`src/rtl/srr_pkg.sv`:
```
package srr_pkg;

  // Opcodes kept in 16-bit left-aligned form; the top OP_W bits form the frame head.
  typedef enum logic [15:0] {
    OP_PROG_OFF  = 16'h8000,
    OP_WRITE_ALL = 16'h8800,
    OP_WRITE_EN  = 16'h9800,
    OP_WRITE     = 16'hA000,
    OP_READ      = 16'hC000
  } mwOpcode_e;

  localparam int OP_W = 3;

  typedef enum logic [3:0] {
    ST_IDLE, ST_PREP, ST_CS_UP, ST_CK_UP,
    ST_CMD_LO, ST_CMD_HI, ST_RD_LO, ST_RD_HI,
    ST_DS_CKLO, ST_DS_CSLO, ST_DS_LOCK, ST_DS_CKHI
  } srrState_e;

  typedef struct packed {
    logic load;
    logic shiftCmd;
    logic sampleIn;
    logic commit;
  } srrStrobe_t;

  typedef struct packed {
    logic sel;
    logic clk;
    logic lock;
    logic cmdPhase;
  } srrPins_t;

  function automatic srrPins_t pinsFor(srrState_e s);
    srrPins_t p;
    p.sel      = s inside {ST_CS_UP, ST_CK_UP, ST_CMD_LO, ST_CMD_HI,
                           ST_RD_LO, ST_RD_HI, ST_DS_CKLO};
    p.clk      = s inside {ST_CK_UP, ST_CMD_HI, ST_RD_HI, ST_DS_CKHI};
    p.lock     = s inside {ST_IDLE, ST_DS_LOCK, ST_DS_CKHI};
    p.cmdPhase = s inside {ST_CMD_LO, ST_CMD_HI};
    return p;
  endfunction

endpackage

```
`src/rtl/srr_ctrl.sv`:
```
module srr_ctrl
  import srr_pkg::*;
#(
  parameter int HALF_CYC = 4,
  parameter int FRAME_W  = 11,
  parameter int DATA_W   = 16
) (
  input  logic       clk,
  input  logic       rstN,
  input  logic       startReq,
  output srrStrobe_t stb,
  output srrPins_t   pins,
  output logic       readDone
);

  localparam int PH_W    = (HALF_CYC > 1) ? $clog2(HALF_CYC) : 1;
  localparam int CNT_MAX = (FRAME_W > DATA_W) ? FRAME_W : DATA_W;
  localparam int BIT_W   = (CNT_MAX > 1) ? $clog2(CNT_MAX) : 1;
  localparam logic [PH_W-1:0]  PH_LAST    = PH_W'(HALF_CYC - 1);
  localparam logic [BIT_W-1:0] FRAME_LAST = BIT_W'(FRAME_W - 1);
  localparam logic [BIT_W-1:0] DATA_LAST  = BIT_W'(DATA_W - 1);

  srrState_e        state, stateD;
  logic [PH_W-1:0]  phaseCnt;
  logic [BIT_W-1:0] bitCnt;
  logic             phaseEnd, lastBit;

  assign phaseEnd = (phaseCnt == PH_LAST);
  assign lastBit  = (state == ST_CMD_HI) ? (bitCnt == FRAME_LAST) : (bitCnt == DATA_LAST);

  always_comb begin
    stateD = state;
    case (state)
      ST_IDLE:    if (startReq) stateD = ST_PREP;
      ST_PREP:    if (phaseEnd) stateD = ST_CS_UP;
      ST_CS_UP:   if (phaseEnd) stateD = ST_CK_UP;
      ST_CK_UP:   if (phaseEnd) stateD = ST_CMD_LO;
      ST_CMD_LO:  if (phaseEnd) stateD = ST_CMD_HI;
      ST_CMD_HI:  if (phaseEnd) stateD = lastBit ? ST_RD_LO : ST_CMD_LO;
      ST_RD_LO:   if (phaseEnd) stateD = ST_RD_HI;
      ST_RD_HI:   if (phaseEnd) stateD = lastBit ? ST_DS_CKLO : ST_RD_LO;
      ST_DS_CKLO: if (phaseEnd) stateD = ST_DS_CSLO;
      ST_DS_CSLO: if (phaseEnd) stateD = ST_DS_LOCK;
      ST_DS_LOCK: if (phaseEnd) stateD = ST_DS_CKHI;
      ST_DS_CKHI: if (phaseEnd) stateD = ST_IDLE;
      default:    stateD = ST_IDLE;
    endcase
  end

  always_comb begin
    stb.load     = (state == ST_IDLE) && startReq;
    stb.shiftCmd = (state == ST_CMD_HI) && phaseEnd;
    stb.sampleIn = (state == ST_RD_HI) && phaseEnd;
    stb.commit   = (state == ST_DS_CKHI) && phaseEnd;
  end

  // Pins are registered from the next state, so they line up with the state register.
  always_ff @(posedge clk) begin
    if (!rstN) begin
      state    <= ST_IDLE;
      pins     <= pinsFor(ST_IDLE);
      phaseCnt <= '0;
      bitCnt   <= '0;
      readDone <= 1'b0;
    end else begin
      state    <= stateD;
      pins     <= pinsFor(stateD);
      readDone <= stb.commit;
      phaseCnt <= (state == ST_IDLE || phaseEnd) ? '0 : phaseCnt + 1'b1;
      if ((state == ST_CMD_HI || state == ST_RD_HI) && phaseEnd)
        bitCnt <= lastBit ? '0 : bitCnt + 1'b1;
    end
  end

  // a busy phase holds its state until its last cycle
  a_r10_phase_len: assert property (@(posedge clk) disable iff (!rstN)
    (state != ST_IDLE && !phaseEnd) |=> (state == $past(state)));

  // a transaction only begins from idle
  a_r6_prep_entry: assert property (@(posedge clk) disable iff (!rstN)
    (state == ST_PREP && $past(state) != ST_PREP) |-> ($past(state) == ST_IDLE));

  // the done pulse lands in idle with the device released
  a_r4_done_idle: assert property (@(posedge clk) disable iff (!rstN)
    readDone |-> (state == ST_IDLE && pins.lock && !pins.sel));

endmodule

```
`src/rtl/srr_datapath.sv`:
```
module srr_datapath
  import srr_pkg::*;
#(
  parameter int ADDR_W = 8,
  parameter int DATA_W = 16
) (
  input  logic              clk,
  input  logic              rstN,
  input  srrStrobe_t        stb,
  input  logic              cmdPhase,
  input  logic [ADDR_W-1:0] wordAddr,
  input  logic              romDin,
  output logic              romDout,
  output logic [DATA_W-1:0] readWord
);

  localparam int FRAME_W = OP_W + ADDR_W;
  localparam logic [15:0]     READ_FORM = OP_READ;
  localparam logic [OP_W-1:0] READ_HEAD = READ_FORM[15 -: OP_W];

  logic [FRAME_W-1:0] cmdShift;
  logic [DATA_W-1:0]  rxShift;

  always_ff @(posedge clk) begin
    if (!rstN) begin
      cmdShift <= '0;
      rxShift  <= '0;
      readWord <= '0;
    end else begin
      if (stb.load)
        cmdShift <= {READ_HEAD, wordAddr};
      else if (stb.shiftCmd)
        cmdShift <= {cmdShift[FRAME_W-2:0], 1'b0};
      if (stb.sampleIn)
        rxShift <= {rxShift[DATA_W-2:0], romDin};
      if (stb.commit)
        readWord <= rxShift;
    end
  end

  // Outside the frame phases the data line is forced low.
  assign romDout = cmdPhase & cmdShift[FRAME_W-1];

endmodule

```
`src/rtl/serial_rom_reader.sv`:
```
module serial_rom_reader
  import srr_pkg::*;
#(
  parameter int HALF_CYC = 4,
  parameter int ADDR_W   = 8,
  parameter int DATA_W   = 16
) (
  input  logic              clk,
  input  logic              rstN,
  input  logic              startReq,
  input  logic [ADDR_W-1:0] wordAddr,
  input  logic              romDin,
  output logic              romSel,
  output logic              romClk,
  output logic              romDout,
  output logic              romLock,
  output logic              readDone,
  output logic [DATA_W-1:0] readWord
);

  localparam int FRAME_W = OP_W + ADDR_W;

  srrStrobe_t stb;
  srrPins_t   pins;

  srr_ctrl #(.HALF_CYC(HALF_CYC), .FRAME_W(FRAME_W), .DATA_W(DATA_W)) uCtrl (
    .clk(clk), .rstN(rstN), .startReq(startReq),
    .stb(stb), .pins(pins), .readDone(readDone)
  );

  srr_datapath #(.ADDR_W(ADDR_W), .DATA_W(DATA_W)) uData (
    .clk(clk), .rstN(rstN), .stb(stb), .cmdPhase(pins.cmdPhase),
    .wordAddr(wordAddr), .romDin(romDin), .romDout(romDout), .readWord(readWord)
  );

  assign romSel  = pins.sel;
  assign romClk  = pins.clk;
  assign romLock = pins.lock;

  // done is a single-cycle pulse
  a_r4_done_single: assert property (@(posedge clk) disable iff (!rstN)
    readDone |=> !readDone);

  // the result only moves together with done
  a_r5_word_hold: assert property (@(posedge clk) disable iff (!rstN)
    !readDone |-> $stable(readWord));

  // select rises with protect released and clock low
  a_r7_sel_unlocked: assert property (@(posedge clk) disable iff (!rstN)
    $rose(romSel) |-> (!romLock && !romClk));

  // protect returns only after select has dropped
  a_r9_lock_after_desel: assert property (@(posedge clk) disable iff (!rstN)
    $rose(romLock) |-> (!romSel && !romClk));

endmodule

```
`config.mk`:
```
export PLATFORM = sky130hd
export DESIGN_NAME = serial_rom_reader
export DESIGN_NICKNAME = d
export VERILOG_FILES = /design/src/rtl/srr_pkg.sv /design/src/rtl/srr_ctrl.sv /design/src/rtl/srr_datapath.sv /design/src/rtl/serial_rom_reader.sv
export SDC_FILE = /design/constraint.sdc
export NUM_CORES = 1
export LEC_CHECK = 0
export BUFFER_PORTS_ARGS = -buffer_cell sky130_fd_sc_hd__buf_2
export CAP_MARGIN = 30
export CORE_ASPECT_RATIO = 0.75
export CORE_MARGIN = 5
export CORE_UTILIZATION = 50
export CTS_BUF_LIST = sky130_fd_sc_hd__clkbuf_8
export DETAILED_ROUTE_END_ITERATION = 8
export PLACE_DENSITY_LB_ADDON = 0.08
export SLEW_MARGIN = 10
export SYNTH_ARGS = -nofsm -noshare
export SYNTH_HDL_FRONTEND = slang
export SYNTH_SLANG_ARGS = --single-unit
```
`constraint.sdc`:
```
create_clock -name clk -period 1.8 [get_ports clk]
set_input_delay 0.09 -clock clk [delete_from_list [all_inputs] [get_ports clk]]
set_output_delay 0.09 -clock clk [all_outputs]
set_load 0.02 [all_outputs]
```
==> impl_metrics.toml <==
[outcome]
status = "finished, final reports clean"

[global_routing]
grt_pass1_vias = 1904
grt-ovfl-total = 0
grt_max_degree = 28
grt_first_pass_wirelength_um = 8690
antenna_found_initial = 0
track_usage_pct = 16.6

[setup_path]
cp_max_fo = 17
critical_path_class = "register to register"
reg2regPathDepth = 4
cp_slowest_stage_delay_ns = 0.60
cp_data_arrival_time_ns = 1.86
cp_slowest_cell = "dfxtp_1"
rrSetupSlack_ns = 0.14
cp_cell_sequence = "nand3_1 -> or2_2 -> nand2_1 -> a21oi_1"
start_kind = "register"
critPathCaptureType = "register"
required_ns = 1.99
r2r_end = "uData.readWord[7]"
r2r_start = "uCtrl.state[1]"

[routing]
routed-via-count = 2080
drt-total-wl_um = 4980
ant_nets = 0
routedWlPerCell_um = 12.6
drc = 0
drt_iter0_drc = 97
viasPerCell = 5.25
drtPass1Iterations = 4

[flow_run]
drv_cap = 0

[final_layout]
diodes = 0
fillerInstances = 471
synthToLayoutAreaGrowth_pct = 18.1
regArea_mm2 = 0.00116
multi_input_area_mm2 = 0.00117
drive_gt1_share_pct = 23.5
fin_area_mm2 = 0.00289
nets = 345

[sta]
worst_pin_slew_ns = 0.500
relSlewSlack_pct = 66.6
period_needed_ns = 1.66
rsz0062_at_grt = "false"
max_freq_mhz = 601
setup_slack_ns = 0.137
finalSetupViolations = 0
drv_slew = 0
fin_crit_sh_pct = 92.4
finalHoldViolations = 0
setup_tns_ns = 0
clock-skew-final_ns = 0.00650

[placement]
dp_hpwl_um = 3320
routabilityCongestion = 0.832
placed_area_mm2 = 0.00269
numPortBuffers = 32
preCtsSetupSlack_ns = 0.0182

[yosys]
yosysMostFrequentCell = "nand2_1"
syn_area_per_cell_um2 = 8.39
yosys.area_share.simple_pct = 26.8
synth_cell_type_count = 46
ys_ff_latch = 58
synthTopCellsByArea = "dfxtp_1 47%, nand2_1 12%, a21oi_1 8.4%"
synthMuxAreaShare_pct = 1.63
yosys.area_share.xor_xnor_pct = 0.358
synth_area_mm2 = 0.00245
synthTopCellsByCount = "80 x nand2_1, 58 x dfxtp_1, 41 x a21oi_1"
synth_top_family_by_area = "simple AND/OR/NAND/NOR gates"
synth_warnings = 0
synth-main-ff-cell = "dfxtp_1"
synth_fa_ha_area_share_pct = 1.02
synth_nets = 306
yosys.area.top_type = "dfxtp_1"
async_flop_share_pct = 0
synthCells = 292
seq_area_frac_synth_pct = 47.4
synth_compound_area_share_pct = 17.5
yosysTopAreaCellShare_pct = 47.4
synth_edf_count = 0

[min_path]
hp-start = "wordAddr[0]"
hold_path_depth = 3
hp-class = "primary input to register"
hold_end = "uData.cmdShift[0]"

[clocking]
clock-sinks = 58
clk_path_buf_depth = 2
post_cts_buffers = 0
htree_num_levels = 3
root_buffer = "clkbuf_8"
cts_tree = "yes"
clkLatencyLatePin_ns = 0.33
cts_buffers = 9
clk_pin_slew_worst_paths_ns = 0.06

[floorplanning]
floorplan.initialDensity_pct = 50.9
io_pins = 33
die-width_um = 90.8
dieArea_mm2 = 0.00641
core_mm2 = 0.00482
rows = 22
dieHeight_um = 70.6

[power]
ir_worst_vdd_v = 0.000544
p_per_area_mw_per_mm2 = 881
leakage_uw = 0.00110
layer usage:
layer  wire (µm)  part of all wire [%]  global-route usage [%]
met1        2570                    52                    22.6
met2        2080                    42                    23.1
met3         307                   6.2                    8.08
met4          21                  0.42                    5.21
met5           0                     0                       0
critical path: cells and delay by family, from the launching register on:
kind | cells | cell delay [ns]
compound gates | 1 | 0.07
flops | 1 | 0.60
simple gates | 3 | 0.85
worst max-delay path by stage:
stage / from / endpoint / slack, ns / cells past startpoint
6_report: uCtrl.state[1] / uData.readWord[7] / 0.14 / 4
5_1_grt: uCtrl.state[1] / uData.readWord[15] / 0.005 / 4
4_1_cts: uCtrl.state[1] / uData.readWord[7] / 0.08 / 4
3_5_place_dp: uCtrl.phaseCnt[0] / uCtrl.pins[1] / 0.02 / 6
3_3_place_gp: uCtrl.phaseCnt[0] / uCtrl.pins[3] / 0.05 / 6
2_1_floorplan: uCtrl.phaseCnt[0] / uCtrl.pins[1] / 0.30 / 7
state kept, by name, indices dropped and copies added (netlist names):
name,cells
uData.readWord,16
uData.rxShift,16
uData.cmdShift,11
uCtrl.bitCnt,4
uCtrl.pins,4
uCtrl.state,4
uCtrl.phaseCnt,2
uCtrl.readDone,1
placed cells by master (no fill, tap or decap), drive strengths merged, types with 2 or more instances in the layout:
cell	n
nand2	81
dfxtp	58
buf	47
a21oi	41
nor2	21
nand3	12
clkbuf	9
a311oi	7
o21ai	6
mux2i	4
clkinv	4
and2	3
nor3	3
nand3b	3
nor4	3
inv	3
nand2b	2
nand4b	2
nand4	2
a211oi	2
o22ai	2
nor3b	2
ha	2
stage by stage:
step / total power, µW / util, % / hold WS (ns) / cells
final: 2550 / 60.1 / 0.0334 / 396
after CTS: 2590 / 59.9 / 0.0117 / 396
after floorplan: 1420 / - / 0.206 / 292
after global placement: 1460 / 55.8 / 0.345 / 379
after detailed placement: 1460 / 55.8 / 0.350 / 379
after global routing: 2670 / 60.1 / 0.0207 / 396
area by class of cell:
| type | count | share of cell area [%] |
|---|---|---|
| flip-flops and latches | 58 | 40.2 |
| clock inverters | 7 | 2.12 |
| well taps | 60 | 2.60 |
| repair buffers | 48 | 10.2 |
| clock buffers | 9 | 4.28 |
| multi-input cells | 212 | 40.4 |
| inverters | 2 | 0.260 |
report_power, final:
part	total (µW)	internal (µW)	switching, µW
logic	110	48.3	62.1
registers	1320	1310	16.2
clock network	1120	623	492
total	2550	1980	570
cells by family after synthesis:
kind of cell	Yosys count
flip-flops	58
multiplexers	4
buffers and inverters	22
AND/OR/NAND/NOR	140
adder cells (fa/ha/maj)	2
AO/OA/AOI/OAI	65
XOR/XNOR	1
repair_timing:
item                                   in CTS  in global routing
setup endpoints to repair                   1                 20
resized for setup                           1                  3
hold buffers                                1                  0
endpoints found under the hold margin       1                  0
Note: power is estimated with default switching activity, not from simulation.
